<file path="src/rtl/ti16_pkg.sv">
package ti16_pkg;
  localparam int SLOTS = 16;
  localparam int SLOT_W = 4;

  // lag in frames for a bit whose index modulo 16 is m
  function automatic logic [SLOT_W-1:0] frame_lag(input logic [SLOT_W-1:0] m);
    logic [SLOT_W-1:0] rev;
    rev = {m[0], m[1], m[2], m[3]};
    return 4'd15 - rev;
  endfunction
endpackage

</file>
<file path="src/rtl/ti16_wr_ctrl.sv">
module ti16_wr_ctrl #(
  parameter int FRAME_BYTES = 8,
  localparam int PW = (FRAME_BYTES > 1) ? $clog2(FRAME_BYTES) : 1
) (
  input  logic          clk,
  input  logic          rst_n,
  input  logic          in_valid,
  input  logic          in_sof,
  output logic          accept,
  output logic [PW-1:0] pos,
  output logic [3:0]    slot,
  output logic [3:0]    fill
);
  localparam logic [PW-1:0] LAST = PW'(FRAME_BYTES - 1);

  logic          open_q, open_d;
  logic [PW-1:0] pos_q, pos_d;
  logic [3:0]    slot_q, slot_d;
  logic [3:0]    fill_q, fill_d;
  logic          last;

  always_comb begin
    pos    = in_sof ? '0 : pos_q;
    accept = in_valid & (in_sof | open_q);
    last   = (pos == LAST);
    open_d = open_q;
    pos_d  = pos_q;
    slot_d = slot_q;
    fill_d = fill_q;
    if (accept) begin
      open_d = !last;
      pos_d  = last ? '0 : pos + PW'(1);
      if (last) begin
        slot_d = slot_q + 4'd1;
        if (fill_q != 4'hF) fill_d = fill_q + 4'd1;
      end
    end
  end

  always_ff @(posedge clk or negedge rst_n) begin
    if (!rst_n) begin
      open_q <= 1'b0;
      pos_q  <= '0;
      slot_q <= '0;
      fill_q <= '0;
    end else if (accept) begin
      open_q <= open_d;
      pos_q  <= pos_d;
      slot_q <= slot_d;
      fill_q <= fill_d;
    end
  end

  assign slot = slot_q;
  assign fill = fill_q;
endmodule

</file>
<file path="src/rtl/ti16_store.sv">
module ti16_store #(
  parameter int DEPTH = 128,
  localparam int AW = $clog2(DEPTH)
) (
  input  logic               clk,
  input  logic               we,
  input  logic [AW-1:0]      waddr,
  input  logic [7:0]         wdata,
  input  logic [7:0][AW-1:0] raddr,
  output logic [7:0]         rbit
);
  logic [7:0] mem [DEPTH];

  always_ff @(posedge clk) begin
    if (we) mem[waddr] <= wdata;
  end

  // port k delivers the bit that sits at output position 7-k
  for (genvar k = 0; k < 8; k++) begin : g_rd
    assign rbit[k] = mem[raddr[k]][7-k];
  end
endmodule

</file>
<file path="src/rtl/ti16_gather.sv">
module ti16_gather
  import ti16_pkg::*;
#(
  parameter int FRAME_BYTES = 8,
  localparam int PW = (FRAME_BYTES > 1) ? $clog2(FRAME_BYTES) : 1,
  localparam int AW = $clog2(SLOTS * FRAME_BYTES)
) (
  input  logic [PW-1:0]      pos,
  input  logic [3:0]         slot,
  input  logic [3:0]         fill,
  input  logic [7:0]         in_byte,
  input  logic [7:0]         rbit,
  output logic [7:0][AW-1:0] raddr,
  output logic [7:0]         gbyte
);
  localparam logic [AW-1:0] FB_W = AW'(FRAME_BYTES);

  for (genvar k = 0; k < 8; k++) begin : g_bit
    localparam logic [2:0] K3 = 3'(k);
    logic [3:0] lag;
    logic [3:0] src;
    assign lag      = frame_lag({pos[0], K3});
    assign src      = slot - lag;
    assign raddr[k] = AW'(src) * FB_W + AW'(pos);
    assign gbyte[7-k] = (lag == 4'd0) ? in_byte[7-k]
                      : ((lag <= fill) ? rbit[k] : 1'b0);
  end
endmodule

</file>
<file path="src/rtl/ti16_frame_interleaver.sv">
module ti16_frame_interleaver
  import ti16_pkg::*;
#(
  parameter int FRAME_BYTES = 8
) (
  input  logic       clk,
  input  logic       rst_n,
  input  logic       in_valid,
  input  logic       in_sof,
  input  logic [7:0] in_byte,
  output logic       out_valid,
  output logic       out_sof,
  output logic [7:0] out_byte
);
  localparam int PW    = (FRAME_BYTES > 1) ? $clog2(FRAME_BYTES) : 1;
  localparam int DEPTH = SLOTS * FRAME_BYTES;
  localparam int AW    = $clog2(DEPTH);
  localparam logic [AW-1:0] FB_W = AW'(FRAME_BYTES);

  logic [1:0]         sync_q;
  logic               srst_n;
  logic               accept;
  logic [PW-1:0]      wr_pos;
  logic [3:0]         wr_slot;
  logic [3:0]         fill;
  logic [AW-1:0]      waddr;
  logic [7:0][AW-1:0] raddr;
  logic [7:0]         rbit;
  logic [7:0]         gbyte;
  logic               valid_d, sof_d;
  logic [7:0]         byte_d;
  logic               valid_q, sof_q;
  logic [7:0]         byte_q;

  always_ff @(posedge clk or negedge rst_n) begin
    if (!rst_n) sync_q <= 2'b00;
    else        sync_q <= {sync_q[0], 1'b1};
  end
  assign srst_n = sync_q[1];

  ti16_wr_ctrl #(.FRAME_BYTES(FRAME_BYTES)) ctrl_i (
    .clk(clk), .rst_n(srst_n), .in_valid(in_valid), .in_sof(in_sof),
    .accept(accept), .pos(wr_pos), .slot(wr_slot), .fill(fill)
  );

  assign waddr = AW'(wr_slot) * FB_W + AW'(wr_pos);

  ti16_store #(.DEPTH(DEPTH)) store_i (
    .clk(clk), .we(accept), .waddr(waddr), .wdata(in_byte),
    .raddr(raddr), .rbit(rbit)
  );

  ti16_gather #(.FRAME_BYTES(FRAME_BYTES)) gather_i (
    .pos(wr_pos), .slot(wr_slot), .fill(fill), .in_byte(in_byte),
    .rbit(rbit), .raddr(raddr), .gbyte(gbyte)
  );

  always_comb begin
    valid_d = accept;
    sof_d   = accept & in_sof;
    byte_d  = accept ? gbyte : byte_q;
  end

  always_ff @(posedge clk or negedge srst_n) begin
    if (!srst_n) begin
      valid_q <= 1'b0;
      sof_q   <= 1'b0;
      byte_q  <= '0;
    end else begin
      valid_q <= valid_d;
      sof_q   <= sof_d;
      byte_q  <= byte_d;
    end
  end

  assign out_valid = valid_q;
  assign out_sof   = sof_q;
  assign out_byte  = byte_q;
endmodule

</file>
<file path="config.mk">
export PLATFORM = sky130hd
export DESIGN_NAME = ti16_frame_interleaver
export DESIGN_NICKNAME = d
export VERILOG_FILES = /design/src/rtl/ti16_pkg.sv /design/src/rtl/ti16_wr_ctrl.sv /design/src/rtl/ti16_store.sv /design/src/rtl/ti16_gather.sv /design/src/rtl/ti16_frame_interleaver.sv
export SDC_FILE = /design/constraint.sdc
export NUM_CORES = 1
export LEC_CHECK = 0
export BUFFER_PORTS_ARGS = -buffer_cell sky130_fd_sc_hd__buf_2
export CAP_MARGIN = 20
export CORE_ASPECT_RATIO = 0.9
export CORE_MARGIN = 2
export CORE_UTILIZATION = 50
export CTS_BUF_LIST = sky130_fd_sc_hd__clkbuf_8
export CTS_CLUSTER_DIAMETER = 100
export DETAILED_ROUTE_END_ITERATION = 16
export PLACE_DENSITY = 0.68
export SLEW_MARGIN = 30
export SYNTH_ARGS = -nofsm -noshare
export SYNTH_HDL_FRONTEND = slang
export SYNTH_SLANG_ARGS = --single-unit
</file>
<file path="constraint.sdc">
create_clock -name clk -period 0.8 [get_ports clk]
set_clock_uncertainty 0.05 [all_clocks]
set_input_delay 0.08 -clock clk [delete_from_list [all_inputs] [get_ports clk]]
set_output_delay 0.08 -clock clk [all_outputs]
set_load 0.01 [all_outputs]
</file>
* After elaboration in Yosys (flattened, before gate mapping) *
Memories as Yosys holds them, arrays and structs flattened.
Cells that the tools add are included.

word-level totals
  output and inout bits = 10
  bits in writable memories = 1,024
  flip-flop bits (word level) = 24
  memories = 1
  bits of input ports = 12

memories
  memory       words  bits a word  read ports  clocked after memory_dff  write ports  RTL line          source
  store_i.mem  128    8            8           0                         1            ti16_store.sv:12  logic [7:0] mem [DEPTH];

operators by class
  equality and inequality tests = 2
  magnitude comparators = 8
  bitwise logic cells = 3
  reductions and logical operators = 11
  multiplexer cells = 20
  add/sub/neg operators = 28

operator list
  cell                 count
  $add 7x3->7          9
  $le 4x4->1           8
  $logic_not 4->1      8
  $sub 4x4->4          8
  $mux 1               18
  $add 4x1->4 const B  2
  $sub 1x3->4 const A  2
  $sub 4x3->4 const A  2
  $sub 4x4->4 const A  2
  $mux 3               2
  $sub 1x2->3 const A  2
  $ne 4x4->1 const B   1
  $add 3x1->3 const B  1
  $eq 3x3->1 const B   1
  $reduce_and 3->1     1
  $and 1x1->1          2
  $reduce_and 2->1     1
  $logic_not 1->1      1
  $or 1x1->1           1

* Logic depth before layout (Yosys ltp) *
An unclocked memory read counts as a cell.

  word-level depth = 7
  mapped depth = 18
  mapped depth without buffers = 11

* Cells and area by module *
A second synthesis with hierarchy kept.

second synthesis, totals
  cell total of the unflattened synthesis = 2,038
  area total of the unflattened synthesis = 41,892.7 sq um

by module, submodules not included
  module                  cells an instance  instances  area each (sq um)  seq. area each (sq um)
  ti16_store              1,882              1          40,271.1           30,749.5
  ti16_gather             88                 1          614.3              0.0
  ti16_wr_ctrl            45                 1          564.3              300.3
  ti16_frame_interleaver  23                 1          442.9              300.3

* Least setup slack after synthesis *
No wires, ideal clock.

  kind = reg-to-reg
  start point = register ctrl_i.pos_q[0]
  end point = register byte_q[7], in the netlist out_byte[7]
  data arrival time = 3.219 ns
  setup slack = -2.535 ns
  clock period less this slack = 3.335 ns
  stages on the path, launching flop included = 18
  path buffers = 7
  cells stage by stage = dfrtp_1 -> buf_2 -> nor2b_1 -> buf_4 -> inv_2 -> buf_4 -> buf_2 -> buf_2 -> ha_1 -> ha_1 -> clkbuf_1 -> clkbuf_1 -> o21ai_0 -> a31oi_1 -> o2111ai_1 -> a32o_1 -> o41ai_1 -> a31o_1

on the way
  cells in the longest elaborated chain, start to end = 7
  elaborated cells between the ends (all ways) = 9
  those cells by class = 3 x add/sub; 1 x order compare; 3 x mux; 1 x reduce/logical; 1 x memory

ends and longest elaborated chain
  element                 RTL line                      source
  from (decl)             ti16_wr_ctrl.sv:17            logic [PW-1:0] pos_q, pos_d;
  from (signal assigned)  ti16_wr_ctrl.sv:48            pos_q <= pos_d;
  $mux 3 *                ti16_wr_ctrl.sv:23            pos = in_sof ? '0 : pos_q;
  $sub 1x2->3             ti16_pkg.sv:9                 return 4'd15 - rev;
  $sub 4x4->4             ti16_gather.sv:23             assign src = slot - lag;
  $add 7x3->7             ti16_gather.sv:24             assign raddr[k] = AW'(src) * FB_W + AW'(pos);
  $mem_v2 128x8           --
  $mux 1                  ti16_gather.sv:26             : ((lag <= fill) ? rbit[k] : 1'b0);
  $mux 1 *                ti16_gather.sv:25             assign gbyte[7-k] = (lag == 4'd0) ? in_byte[7-k]
  to (signal assigned)    ti16_frame_interleaver.sv:72  byte_q <= byte_d;
  to (decl)               ti16_frame_interleaver.sv:33  logic [7:0] byte_q;

Every way passes the cells marked *; elsewhere a longest branch is shown, timed or not.
A chain may end at the register's enable or synchronous reset.

* Worst setup path in the final report *
  start point = register ctrl_i.pos_q[1]
  end point = register byte_q[6], in the netlist out_byte[6]

on the way
  cells in the longest elaborated chain, start to end = 5

ends and longest elaborated chain
  element        RTL line
  $mux 3         ti16_wr_ctrl.sv:23
  $add 7x3->7    ti16_gather.sv:24
  $mem_v2 128x8  --
  $mux 1         ti16_gather.sv:26
  $mux 1         ti16_gather.sv:25

No other way between the ends.

==> impl_metrics.env <==
export IMPL_status="finished, violations left"
export IMPL_violations="negative setup slack"
export IMPL_grt_max_degree=64
export IMPL_n_fill_cell=5482
export IMPL_finalMaxSlewViolations=0
export IMPL_critPathArrivalTime_ps=3600
export IMPL_drtIter0Drc=4862
export IMPL_fin_crit_sh_pct=365
export IMPL_synth_async_reset_ratio_pct=2.29
export IMPL_grt_pass1_wl_um=208000
export IMPL_max_stage_delay_ps=510
export IMPL_crit_top_cell="buf_4"
export IMPL_ant_nets=0
export IMPL_clock_sink_count=1048
export IMPL_setup_ws_ps=-2120
export IMPL_ys_flop_type="edfxtp_1"
export IMPL_synth_area_per_cell_um2=15.7
export IMPL_postSynthCellCount=2634
export IMPL_fin_tns_setup_ps=-1519750
export IMPL_first_pass_iters=6
export IMPL_maxCapViolations=0
export IMPL_gp_congestion=1.02
export IMPL_numPortBuffers=21
export IMPL_setup_viol=1055
export IMPL_wl_um=149000
export IMPL_die_w_um=308
export IMPL_design_area_um2=54200
export IMPL_hold_viol=0
export IMPL_groute_usage_overall_pct=34.4
export IMPL_power_density_nw_per_um2=2360
export IMPL_drcViolationCount=0
export IMPL_ys_types=88
export IMPL_ys_seq_area_share_pct=75.6
export IMPL_grt_ovfl_total=0
export IMPL_cts_buffers=164
export IMPL_clock_root_buffer="clkbuf_8"
export IMPL_critPathSlowestCell="dfrtp_4"
export IMPL_leakage_nw=18.2
export IMPL_antenna_found_initial=8
export IMPL_cts_tree="built"
export IMPL_grt_setup_unrepaired="yes"
export IMPL_crit_type="flip-flop to flip-flop"
export IMPL_core_area_um2=82500
export IMPL_io_pins=22
export IMPL_die_area_um2=85300
export IMPL_fin_crit_ps=2920
export IMPL_drive_gt1_share_pct=34.4
export IMPL_max_slew_margin_pct=44.3
export IMPL_yosysWarnings=0
export IMPL_via_count=29566
export IMPL_cp_data_required_time_ps=1480
export IMPL_worst_pin_slew_ps=835
export IMPL_startpoint_type="flip-flop"
export IMPL_worstPathCellList="buf_12, clkbuf_4, buf_4, inv_8, nor2_1, a221oi_1, o221ai_1, nand3_1, a21oi_1, buf_4, o311ai_1"
export IMPL_synth_nets=2657
export IMPL_area_growth_syn_to_layout_pct=30.8
export IMPL_grt_pass1_vias=28548
export IMPL_clock_latency_ps=860
export IMPL_cts_clk_slew_worst_paths_ps=70
export IMPL_end_kind="flip-flop"
export IMPL_wl_per_cell_um=33.2
export IMPL_path_max_fanout=13
export IMPL_fmax_mhz=342
export IMPL_hold_path_class="input pin to async pin"
export IMPL_dpl_cell_area_um2=49000
export IMPL_fin_nets=3305
export IMPL_synth_area_um2=41500
export IMPL_synth_seq_cells=1048
export IMPL_die_h_um=277
export IMPL_pre_cts_ws_ps=-2400
export IMPL_start_util_pct=50.3
export IMPL_viasPerCell=6.59
export IMPL_cts_path_max_buffers=3
export IMPL_htree_levels=4
export IMPL_synth_edf_count=1024
export IMPL_ir_drop_mv=1.82
export IMPL_hpwl_um=98400
export IMPL_rows=100
synthesized netlist by cell type, types with 11 or more instances:
| library cell | count | area (µm²) |
|---|---|---|
| buf_2 | 90 | 450 |
| mux2_2 | 36 | 405 |
| nor2b_1 | 15 | 93.8 |
| o211ai_1 | 27 | 203 |
| nand2_1 | 154 | 578 |
| nand3_1 | 47 | 235 |
| a2111oi_0 | 15 | 131 |
| o21a_1 | 11 | 82.6 |
| ha_1 | 11 | 138 |
| inv_1 | 24 | 90.1 |
| o221ai_1 | 90 | 788 |
| dfrtp_1 | 24 | 601 |
| o21ai_0 | 72 | 360 |
| o22ai_1 | 110 | 688 |
| a31oi_1 | 26 | 163 |
| buf_4 | 28 | 210 |
| mux2i_1 | 130 | 1300 |
| edfxtp_1 | 1024 | 30700 |
| nor3_1 | 36 | 180 |
| buf_1 | 12 | 45.0 |
| nand4_1 | 14 | 87.6 |
| clkbuf_1 | 56 | 210 |
| a221oi_1 | 34 | 298 |
| a211oi_1 | 36 | 270 |
| o2111ai_1 | 16 | 140 |
| nor2_1 | 218 | 818 |
| a21oi_1 | 83 | 415 |
worst max-delay path, delay by kind of cell, from the launching register on:
| kind | cells | cell delay [ps] |
|---|---|---|
| AOI/OAI and AO/OA | 4 | 980 |
| buffers and inverters | 5 | 830 |
| DFF | 1 | 510 |
| and+or+nand+nor | 2 | 360 |
layout make-up:
class	instances	area (µm²)	share of cell area, %
inverters	29	133	0.245
multi-input cells	1367	10900	20.2
flip-flops and latches	1048	31400	57.8
clock buffers	169	2330	4.29
repair buffers	672	7470	13.8
diodes	6	15.0	0.0277
well taps	1071	1340	2.47
clock inverters	123	628	1.16
cell families after synthesis:
group | count (synthesis) | synth area share, %
DFF | 1048 | 75.6
AOI/OAI and AO/OA | 618 | 10.6
other | 1 | 0.00904
muxes | 178 | 4.66
buffers and inverters | 219 | 2.58
xor gates and xnor gates | 13 | 0.275
and+or+nand+nor | 546 | 5.94
adders and majority gates | 11 | 0.332
per-stage QoR:
step	power (mW)	hold WS, ps	util (%)	cells
3_3_place_gp	83.1	-185	59.4	4099
4_1_cts	126	3.83	64.3	4439
6_report	128	54.0	65.8	4485
2_1_floorplan	71.6	-266	-	2634
3_5_place_dp	83.4	-185	59.4	4099
5_1_grt	131	60.6	65.8	4480
state kept, by name (all words and copies together), names as in the netlist:
name and flops:
store_i.mem 1024, out_byte 8, ctrl_i.fill 4, ctrl_i.slot 4
ctrl_i.pos_q 3, sync_q 2, ctrl_i.open_q 1, out_sof 1
out_valid 1
per-layer routing:
layer	wire length [µm]	track usage [%]
met1	56300	48.4
met2	65400	50.1
met3	20400	10.3
met4	6760	14.6
met5	57	0
repair_timing:
item	in CTS	in global routing
cloned	4	2
buffers inserted	33	41
hold buffers	12	0
gates resized for setup	107	173
setup endpoints to repair	1055	1055
pin swaps	28	60
endpoints found under the hold margin	1039	0
final timing paths:
path                                              from                           end  slack [ps]  cells past startpoint
min                                              rst_n           sync_q[0]$_DFF_PN0_          50                      3
max reg2reg                ctrl_i.pos_q[1]$_DFFE_PN0P_       out_byte[6]$_DFFE_PN0P_       -2120                     11
max                        ctrl_i.pos_q[1]$_DFFE_PN0P_       out_byte[6]$_DFFE_PN0P_       -2120                     11
min in group clk                            in_byte[5]  store_i.mem[42][5]$_DFFE_PP_          60                      2
min reg2reg                        sync_q[1]$_DFF_PN0_       out_byte[3]$_DFFE_PN0P_         160                      1
max in group asynchronous          sync_q[1]$_DFF_PN0_    ctrl_i.slot[1]$_DFFE_PN0P_         310                      1
placed cells by master, fill, tap and decap left out, types with 25 or more instances in the layout:
master and instances:
a31oi_1 25, inv_1 67, o22ai_1 101, clkinv_1 46, nand3_1 33, mux2_2 36, nor2_4 106, buf_6 50
mux2i_1 128, buf_4 419, nand2_1 153, buf_12 159, a211oi_1 28, o21ai_0 62, nor2_1 109, o211ai_1 27
nor3_1 28, a221oi_1 28, o221ai_1 79, edfxtp_1 1024, clkbuf_8 169, a21oi_1 73
power breakdown:
| group | switching [mW] | total [mW] | internal (mW) |
|---|---|---|---|
| combinational | 15.4 | 25.2 | 9.86 |
| clock | 21.6 | 42.0 | 20.4 |
| sequential | 0.169 | 60.6 | 60.5 |
| total | 37.1 | 128 | 90.7 |
No activity file was read; power rests on OpenSTA's default activity.
